--- config.mk ---
export PLATFORM = sky130hd
export DESIGN_NAME = dma_csr_irq
export DESIGN_NICKNAME = d
export VERILOG_FILES = /design/src/rtl/dma_csr_pkg.sv /design/src/rtl/dma_csr_chan.sv /design/src/rtl/dma_csr_sum.sv /design/src/rtl/dma_csr_rdmux.sv /design/src/rtl/dma_csr_irq.sv
export SDC_FILE = /design/constraint.sdc
export NUM_CORES = 1
export LEC_CHECK = 0
export BUFFER_PORTS_ARGS = -buffer_cell sky130_fd_sc_hd__buf_2
export CAP_MARGIN = 25
export CORE_MARGIN = 2
export CORE_UTILIZATION = 50
export CTS_CLUSTER_SIZE = 20
export DETAILED_ROUTE_END_ITERATION = 10
export GPL_TIMING_DRIVEN = 0
export PLACE_DENSITY = 0.81
export SYNTH_ARGS = -nofsm -noshare
export SYNTH_HDL_FRONTEND = slang
export SYNTH_SLANG_ARGS = --single-unit
--- constraint.sdc ---
create_clock -name clk -period 2.45 [get_ports clk]
set_input_delay 0.49 -clock clk [delete_from_list [all_inputs] [get_ports clk]]
set_output_delay 0.49 -clock clk [all_outputs]
set_load 0.01 [all_outputs]
--- src/rtl/dma_csr_pkg.sv ---
package dma_csr_pkg;
  localparam int RUN_B     = 31;
  localparam int NODESC_B  = 30;
  localparam int STOPIE_B  = 29;
  localparam int REQ_B     = 8;
  localparam int STOPPED_B = 3;
  localparam int NFLAG     = 3;

  typedef struct packed {
    logic run;
    logic nodesc;
    logic stop_ie;
  } chan_ctrl_t;
endpackage

--- src/rtl/dma_csr_chan.sv ---
module dma_csr_chan
  import dma_csr_pkg::*;
(
  input  logic             clk,
  input  logic             rst,
  input  logic             wr_hit,
  input  chan_ctrl_t       wr_ctrl,
  input  logic [NFLAG-1:0] wr_clr,
  input  logic [NFLAG-1:0] ev,
  input  logic             ev_done,
  input  logic             req_pend,
  output chan_ctrl_t       ctrl,
  output logic             pend,
  output logic [NFLAG-1:0] flags,
  output logic [31:0]      word
);
  logic done;
  logic stopped;
  logic [NFLAG-1:0] clr;

  assign clr = wr_hit ? wr_clr : '0;

  always_ff @(posedge clk) begin
    if (rst) begin
      ctrl  <= '0;
      flags <= '0;
      done  <= 1'b0;
    end else begin
      flags <= (flags & ~clr) | ev;
      if (wr_hit) ctrl <= wr_ctrl;
      if (ev_done) done <= 1'b1;
      else if (wr_hit && wr_ctrl.run && !ctrl.run) done <= 1'b0;
    end
  end

  assign stopped = !ctrl.run || done;
  assign pend    = (|flags) || (ctrl.stop_ie && stopped);

  always_comb begin
    word              = '0;
    word[RUN_B]       = ctrl.run;
    word[NODESC_B]    = ctrl.nodesc;
    word[STOPIE_B]    = ctrl.stop_ie;
    word[REQ_B]       = req_pend;
    word[STOPPED_B]   = stopped;
    word[NFLAG-1:0]   = flags;
  end
endmodule

--- src/rtl/dma_csr_sum.sv ---
module dma_csr_sum #(
  parameter int NCH = 8
) (
  input  logic           clk,
  input  logic           rst,
  input  logic [NCH-1:0] pend,
  output logic [NCH-1:0] summary,
  output logic           irq
);
  always_ff @(posedge clk) begin
    if (rst) begin
      summary <= '0;
      irq     <= 1'b0;
    end else begin
      summary <= pend;
      irq     <= |pend;
    end
  end
endmodule

--- src/rtl/dma_csr_rdmux.sv ---
module dma_csr_rdmux #(
  parameter int NCH      = 8,
  parameter int AW       = 8,
  parameter int SUM_ADDR = 'hF0
) (
  input  logic                 clk,
  input  logic                 rst,
  input  logic                 rd,
  input  logic [AW-1:0]        addr,
  input  logic [NCH-1:0][31:0] words,
  input  logic [NCH-1:0]       summary,
  output logic [31:0]          rdata
);
  localparam int IW = AW - 2;
  logic [IW-1:0] widx;
  logic [31:0]   sel;

  assign widx = addr[AW-1:2];

  always_comb begin
    sel = '0;
    if (addr == AW'(SUM_ADDR)) begin
      sel[NCH-1:0] = summary;
    end else if (addr[1:0] == 2'b00) begin
      for (int i = 0; i < NCH; i++)
        if (widx == IW'(i)) sel = words[i];
    end
  end

  always_ff @(posedge clk) begin
    if (rst) rdata <= '0;
    else if (rd) rdata <= sel;
  end
endmodule

--- src/rtl/dma_csr_irq.sv ---
module dma_csr_irq
  import dma_csr_pkg::*;
#(
  parameter int NCH      = 8,
  parameter int AW       = 8,
  parameter int SUM_ADDR = 'hF0
) (
  input  logic           clk,
  input  logic           rst,
  input  logic           bus_wr,
  input  logic           bus_rd,
  input  logic [AW-1:0]  bus_addr,
  input  logic [31:0]    bus_wdata,
  output logic [31:0]    bus_rdata,
  input  logic [NCH-1:0] ev_end,
  input  logic [NCH-1:0] ev_start,
  input  logic [NCH-1:0] ev_berr,
  input  logic [NCH-1:0] ev_chain_done,
  input  logic [NCH-1:0] req_pend,
  output logic [NCH-1:0] run_en,
  output logic [NCH-1:0] nodesc_en,
  output logic [NCH-1:0] irq_summary,
  output logic           irq
);
  logic [NCH-1:0][31:0]      words;
  logic [NCH-1:0][NFLAG-1:0] flg;
  logic [NCH-1:0]            pend;
  logic [NCH-1:0]            wr_hit;
  chan_ctrl_t                wr_ctrl;
  logic                      unused_wbits;

  assign wr_ctrl      = '{run: bus_wdata[RUN_B], nodesc: bus_wdata[NODESC_B],
                          stop_ie: bus_wdata[STOPIE_B]};
  assign unused_wbits = ^bus_wdata[28:NFLAG];

  for (genvar i = 0; i < NCH; i++) begin : g_ch
    chan_ctrl_t ctrl;
    assign wr_hit[i]    = bus_wr && (bus_addr == AW'(4 * i));
    assign run_en[i]    = ctrl.run;
    assign nodesc_en[i] = ctrl.nodesc;
    dma_csr_chan u_chan (
      .clk      (clk),
      .rst      (rst),
      .wr_hit   (wr_hit[i]),
      .wr_ctrl  (wr_ctrl),
      .wr_clr   (bus_wdata[NFLAG-1:0]),
      .ev       ({ev_end[i], ev_start[i], ev_berr[i]}),
      .ev_done  (ev_chain_done[i]),
      .req_pend (req_pend[i]),
      .ctrl     (ctrl),
      .pend     (pend[i]),
      .flags    (flg[i]),
      .word     (words[i])
    );
  end

  dma_csr_sum #(.NCH(NCH)) u_sum (
    .clk     (clk),
    .rst     (rst),
    .pend    (pend),
    .summary (irq_summary),
    .irq     (irq)
  );

  dma_csr_rdmux #(.NCH(NCH), .AW(AW), .SUM_ADDR(SUM_ADDR)) u_rd (
    .clk     (clk),
    .rst     (rst),
    .rd      (bus_rd),
    .addr    (bus_addr),
    .words   (words),
    .summary (irq_summary),
    .rdata   (bus_rdata)
  );
endmodule

==> out/qor.csv, run 1 <==
metric,value,unit
status,"complete, no violations",
setup_viol_count_final,0,
p_per_area,605,mW/mm²
p_int,2160,µW
yosysTopAreaCellShare,0.398,
pwr-share-comb,0.118,
p_leak,0.00200,µW
wire_per_inst,17.0,µm
drtIter0Drc,290,
gp_congestion,0.961,
rsz0062_at_grt,no,
dp_hpwl,8.47,mm
htreeDepth,3,
drv_slew,0,
synthCells,450,
ys_top_cells_by_count,"dfxtp_1 (77), nor2_1 (73), a21oi_1 (44)",
slew_headroom,0.260,
drtAntennaViolNets,0,
hp-start,ev_chain_done[3],
syn_area,0.00387,mm²
whs,0.335,ns
cts.sinks,77,
fp.dieH,92.0,µm
cp_data_required_time,2.67,ns
via_per_inst,5.48,
finalSetupTns,0,ns
drc,0,
synth_area_leaders,"dfxtp_1 (40%), mux2i_1 (8.0%), nor2_1 (7.1%)",
pwr-share-clk,0.415,
clk_path_buf_depth,2,
path_class,in -> reg,
totalWireLength,11.4,mm
row_count,32,
grt_pass1_wl,18.1,mm
synthDistinctLibCells,46,
cts_setup_buffers,0,
power_switching_share,0.247,
tightest_slew,1.08,ns
io-pin-count,141,
finalNetCount,651,
hold_buffers,0,
syn_area_per_cell,8.60,µm²
start_util,0.509,
drv_cap,0,
layout.cells.non_filler,673,
dieWidth,92.0,µm
grt_max_degree,13,
max_freq,483,MHz
switching_power,709,µW
slowest_stage,nor4_4,
cp-startpoint,bus_addr[2],
finClkSkew,0.00825,ns
ys_ff_latch,77,
placed_area,0.00450,mm²
die-area,0.00846,mm²
port_buffers,86,
cp-end-kind,register,
crit_buf_inv,3,
grt_pass1_vias,3462,
clk_latency,0.36,ns
postLayoutCellArea,0.00475,mm²
diodes,0,
drive_gt1_frac,0.285,
hold_viol,0,
cp.arrival,2.29,ns
period_share,0.845,
grt_usage,0.278,
period_minus_slack,2.07,ns
cpPeakStageDelay,0.50,ns
path_max_fanout,10,
ir_worst_vdd,0.000416,V
cp_cell_sequence,"buf_2, buf_2, buf_2, nand2_1, nor4_4, nand3b_1, a21oi_1, nor2_1",
dr.pass1.iters,5,
dp_cells,657,
syn_to_final_growth,22.8,%
vias,3688,
cts_tree,done,
critPathTopFamily,simple AND/OR/NAND/NOR gates,
antenna_found_initial,0,
crit_top_cell,buf_2,
synthFlopType,dfxtp_1,
synth-edff-count,0,
critPathLaunchType,input port,
yosysMostFrequentCell,dfxtp_1,
p_seq_frac,0.467,
grt-ovfl-total,0,
hold_path.class,in -> reg,
clock-root-buffer,clkbuf_8,
reg2reg_from,g_ch[3].u_chan.ctrl[2]$_SDFFE_PP0P_,
yosys_warnings,0,
seq_area_frac_synth,0.398,
path_clk_slew,0.08,ns
synth.largest_area_cell,dfxtp_1,
ctsResizeCount,0,
numCtsBuffers,9,
power,2870,µW
coreArea,0.00761,mm²
synthArstFlopShare,0,
-- final timing paths --
path / endpoint / slack [ns] / depth (start not counted)
worst max-delay path: g_ch[5].u_chan.done$_SDFFE_PP0P_ / 0.38 / 8
worst min-delay path: g_ch[3].u_chan.done$_SDFFE_PP0P_ / 0.33 / 3
worst max register to register: u_sum.irq$_SDFF_PP0_ / 0.44 / 5
worst min register to register: u_rd.rdata[8]$_SDFFE_PP0P_ / 0.45 / 2
-- power by group through the flow --
stage | Clock, µW | Combinational [µW] | Sequential (µW)
5_1_grt | 1240 | 371 | 1340
2_1_floorplan | 0 | 209 | 1360
3_3_place_gp | 0 | 326 | 1370
3_5_place_dp | 0 | 333 | 1370
4_1_cts | 1190 | 334 | 1340
6_report | 1190 | 340 | 1340
-- registers in the layout (all words and copies together), names as in the netlist --
| signal | cells |
|---|---|
| u_rd.rdata | 12 |
| u_sum.summary | 8 |
| g_ch.u_chan.flags | 24 |
| g_ch.u_chan.ctrl | 24 |
| u_sum.irq | 1 |
| g_ch.u_chan.done | 8 |
-- metrics by stage --
stage	util	setup slack, ns
floorplan	-	0.490
global placement	0.591	0.0164
detailed placement	0.591	-0.0243
CTS	0.624	0.333
global route	0.624	0.229
finish	0.624	0.379
-- cells in the final DEF, fill, tap and decap left out, types with 5 or more instances in the layout --
| cell | synthesis | routed |
|---|---|---|
| buf_2 | 6 | 92 |
| clkbuf_1 | 16 | 16 |
| conb_1 | 1 | 20 |
| a21oi_1 | 44 | 44 |
| nor4_4 | 5 | 5 |
| dfxtp_1 | 77 | 77 |
| clkbuf_8 | 0 | 11 |
| nand3b_1 | 8 | 8 |
| a31oi_1 | 6 | 6 |
| o22ai_1 | 5 | 5 |
| buf_4 | 36 | 36 |
| nor2b_1 | 7 | 7 |
| nand2b_1 | 14 | 14 |
| o21ai_0 | 18 | 18 |
| nand2_1 | 40 | 40 |
| a2111oi_0 | 8 | 8 |
| nand3_1 | 6 | 6 |
| mux2i_1 | 31 | 31 |
| nor2_1 | 73 | 73 |
-- per-layer routing --
metal / vias up / track usage / wire length, µm
li1: 1750 / - / -
met1: 1726 / 0.352 / 4630
met2: 187 / 0.456 / 5430
met3: 25 / 0.0698 / 1090
met4: 0 / 0.109 / 280
met5: - / 0 / 0
-- kinds of logic after synthesis --
| family | Yosys count | share of synthesized area |
|---|---|---|
| AOI/OAI and AO/OA | 96 | 0.148 |
| buffers and inverters | 69 | 0.110 |
| DFF | 77 | 0.398 |
| and+or+nand+nor | 169 | 0.230 |
| muxes | 38 | 0.112 |
| other | 1 | 0.000969 |
-- tightest hold or removal path, delay by kind of cell --
kind / cells / cell delay (ns)
and+or+nand+nor: 1 / 0.06
buffers and inverters: 1 / 0.07
AOI/OAI and AO/OA: 1 / 0.03
-- layout make-up --
class / count / area [µm²]
Fill cell: 691 / 2860
Multi-Input combinational cell: 323 / 1970
Sequential cell: 77 / 1540
Timing Repair Buffer: 87 / 435
Buffer: 65 / 409
Clock buffer: 11 / 151
Tap cell: 102 / 128
Clock inverter: 4 / 95.1
Inverter: 4 / 15.0
No activity file was read; power rests on OpenSTA's default activity.
==> run 2: changes to the inputs <==
Settings changed: ABC_AREA set to 1, CORE_UTILIZATION 50 to 45, PLACE_DENSITY 0.81 to 0.77.
Clock period 2.45 ns to 1.9 ns, I/O delays scaled along.
==> run 2 against run 1 <==
Effect of this change: clock skew rose by 0.00080 ns; utilization fell by 5.3 points; final cell count rose by 18%; largest cell class unchanged; combinational power rose by 19%; flip-flop and latch count did not move; largest power group unchanged; clock-buffer cell count fell by 1.
==> out/qor.csv, run 2 <==
metric,value,unit,change
status,"complete, no violations",,unchanged
wire_per_inst,14.3,µm,was 17.0 µm
syn_area_per_cell,6.82,µm²,was 8.60 µm²
grt_usage,0.253,,was 0.278
hold_buffers,0,,unchanged
drv_slew,0,,unchanged
hold_path.class,in -> reg,,unchanged
ys_ff_latch,77,,unchanged
holdPathStages,3,,unchanged
clock-root-buffer,clkbuf_8,,unchanged
drc,0,,unchanged
period_minus_slack,1.53,ns,
placed_area,0.00448,mm²,was 0.00450 mm²
gp_congestion,0.925,,was 0.961
synth.largest_area_cell,dfxtp_1,,unchanged
synthArstFlopShare,0,,unchanged
grt_pass1_wl,17.5,mm,was 18.1 mm
yosys_warnings,0,,unchanged
setup_viol_count_final,0,,unchanged
path_clk_slew,0.08,ns,about the same
reg2regPathDepth,8,,was 5
drtAntennaViolNets,0,,unchanged
ctsResizeCount,0,,unchanged
grt_max_degree,14,,was 13
start_util,0.466,,was 0.509
clk_path_buf_depth,2,,unchanged
syn_to_final_growth,22.7,%,was 22.8%
period_share,0.807,,
finalNetCount,765,,was 651
totalWireLength,11.3,mm,was 11.4 mm
cp.arrival,1.76,ns,was 2.29 ns
postLayoutCellArea,0.00470,mm²,was 0.00475 mm²
tightest_slew,0.644,ns,was 1.08 ns
htreeDepth,3,,unchanged
seq_area_frac_synth,0.403,,was 0.398
hold_viol,0,,unchanged
fp.dieH,96.2,µm,was 92.0 µm
drtIter0Drc,246,,was 290
coreArea,0.00822,mm²,was 0.00761 mm²
synthCells,561,,was 450
ir_worst_vdd,0.000339,V,was 0.000416 V
dieWidth,96.2,µm,was 92.0 µm
p_per_area,747,mW/mm²,was 605 mW/mm²
numCtsBuffers,9,,unchanged
cp_data_required_time,2.12,ns,was 2.67 ns
path_max_fanout,8,,was 10
path_class,in -> reg,,unchanged
grt_pass1_vias,3568,,was 3462
cts_setup_buffers,0,,unchanged
ys_top_cells_by_count,"nand2_1 (105), dfxtp_1 (77), inv_1 (74)",,"was dfxtp_1 (77), nor2_1 (73), a21oi_1 (44)"
cp-end-kind,register,,unchanged
reg_top3,"g_ch.u_chan.ctrl x24, g_ch.u_chan.flags x24, u_rd.rdata x12",,unchanged
clk_latency,0.36,ns,about the same
finClkSkew,0.00905,ns,was 0.00825 ns
row_count,33,,was 32
drv_cap,0,,unchanged
hp-start,ev_berr[7],,was ev_chain_done[3]
cts_tree,done,,unchanged
vias,3945,,was 3688
drive_gt1_frac,0.243,,was 0.285
synthFlopType,dfxtp_1,,unchanged
port_buffers,90,,was 86
cts.sinks,77,,unchanged
synthDistinctLibCells,26,,was 46
io-pin-count,141,,unchanged
die-area,0.00926,mm²,was 0.00846 mm²
synth_area_leaders,"dfxtp_1 (40%), nand2_1 (10%), a21oi_1 (9.5%)",,"was dfxtp_1 (40%), mux2i_1 (8.0%), nor2_1 (7.1%)"
diodes,0,,unchanged
rsz0062_at_grt,no,,unchanged
rrSetupSlack,0.48,ns,was 0.44 ns
dr.pass1.iters,5,,unchanged
finalSetupTns,0,ns,unchanged
antenna_found_initial,0,,unchanged
max_freq,652,MHz,
grt-ovfl-total,0,,unchanged
yosysTopAreaCellShare,0.403,,was 0.398
via_per_inst,4.99,,was 5.48
critPathLaunchType,input port,,unchanged
synth-edff-count,0,,unchanged
power,3510,µW,was 2870 µW
syn_area,0.00383,mm²,was 0.00387 mm²
slew_headroom,0.570,,was 0.260
dp_hpwl,8.51,mm,was 8.47 mm
final_cell_mix,"nand2_1 (105), buf_2 (91), dfxtp_1 (77)",,"was buf_2 (92), dfxtp_1 (77), nor2_1 (73)"
final_common_cell,nand2_1,,was buf_2
fillCellCount,823,,was 691
reg2reg_from,g_ch[7].u_chan.ctrl[2]$_SDFFE_PP0P_,,was g_ch[3].u_chan.ctrl[2]$_SDFFE_PP0P_
yosysMostFrequentCell,nand2_1,,was dfxtp_1
worstReg2RegEnd,u_sum.irq$_SDFF_PP0_,,unchanged
holdPathEnd,g_ch[7].u_chan.flags[0]$_SDFF_PP0_,,was g_ch[3].u_chan.done$_SDFFE_PP0P_
p_leak,0.00237,µW,was 0.00200 µW
==> run 2: critical path, cell delays in order <==
cell and delay, ns:
buf_2 0.12, nor2_1 0.17, nand2_1 0.30, inv_1 0.18, nand2_1 0.20, inv_1 0.12
nand2_1 0.08, o21ai_1 0.14, a21oi_1 0.07
==> run 2: layer usage <==
layer / routed length (µm) / track usage
met1: 5120 / 0.349
met4: 181 / 0.0619
met2: 5120 / 0.411
met3: 884 / 0.0454
met5: 0 / 0
==> run 2: logic make-up (layout without fill, tap and decap cells) <==
group,count (synthesis),count (layout),synth area share
other,1,20,0.000979
flip-flops,77,77,0.403
buffers and inverters,131,237,0.166
AO/OA/AOI/OAI,129,129,0.170
AND/OR/NAND/NOR,223,223,0.261
==> run 2: through the flow <==
stage	worst slack, ns	util	cells	hold WS (ns)
after floorplan	0.477	-	580	0.444
after global placement	0.0424	0.545	775	0.450
after detailed placement	0.0185	0.545	775	0.454
after CTS	0.400	0.572	791	0.245
after global routing	0.243	0.572	791	0.254
final	0.366	0.572	791	0.238
==> run 2: worst max path at each step <==
stage | depth (start not counted) | endpoint | slack (ns) | startpoint
after floorplan | 8 | g_ch[6].u_chan.done$_SDFFE_PP0P_ | 0.48 | bus_addr[1]
after global placement | 9 | g_ch[6].u_chan.done$_SDFFE_PP0P_ | 0.04 | bus_addr[1]
after detailed placement | 9 | g_ch[6].u_chan.done$_SDFFE_PP0P_ | 0.02 | bus_addr[1]
after CTS | 9 | g_ch[6].u_chan.done$_SDFFE_PP0P_ | 0.40 | bus_addr[1]
after global routing | 9 | g_ch[6].u_chan.done$_SDFFE_PP0P_ | 0.24 | bus_addr[1]
final | 9 | g_ch[6].u_chan.done$_SDFFE_PP0P_ | 0.37 | bus_addr[1]
==> run 2: layout make-up <==
type                       count  area, µm²  share of cell area
clock buffer                  10        128              0.0272
sequential                    77       1540               0.328
clock inverter                 6       87.6              0.0186
multi-input combinational    372       1720               0.367
buffer                        50        332              0.0706
tap                          105        131              0.0280
inverter                      81        304              0.0647
timing repair buffer          90        450              0.0959
==> run 2: where the power goes <==
group	switching (µW)	internal, µW	leakage (µW)	total (µW)
Combinational	250	157	0.00162	406
Clock	626	740	0.000110	1370
Sequential	47.4	1690	0.000635	1730
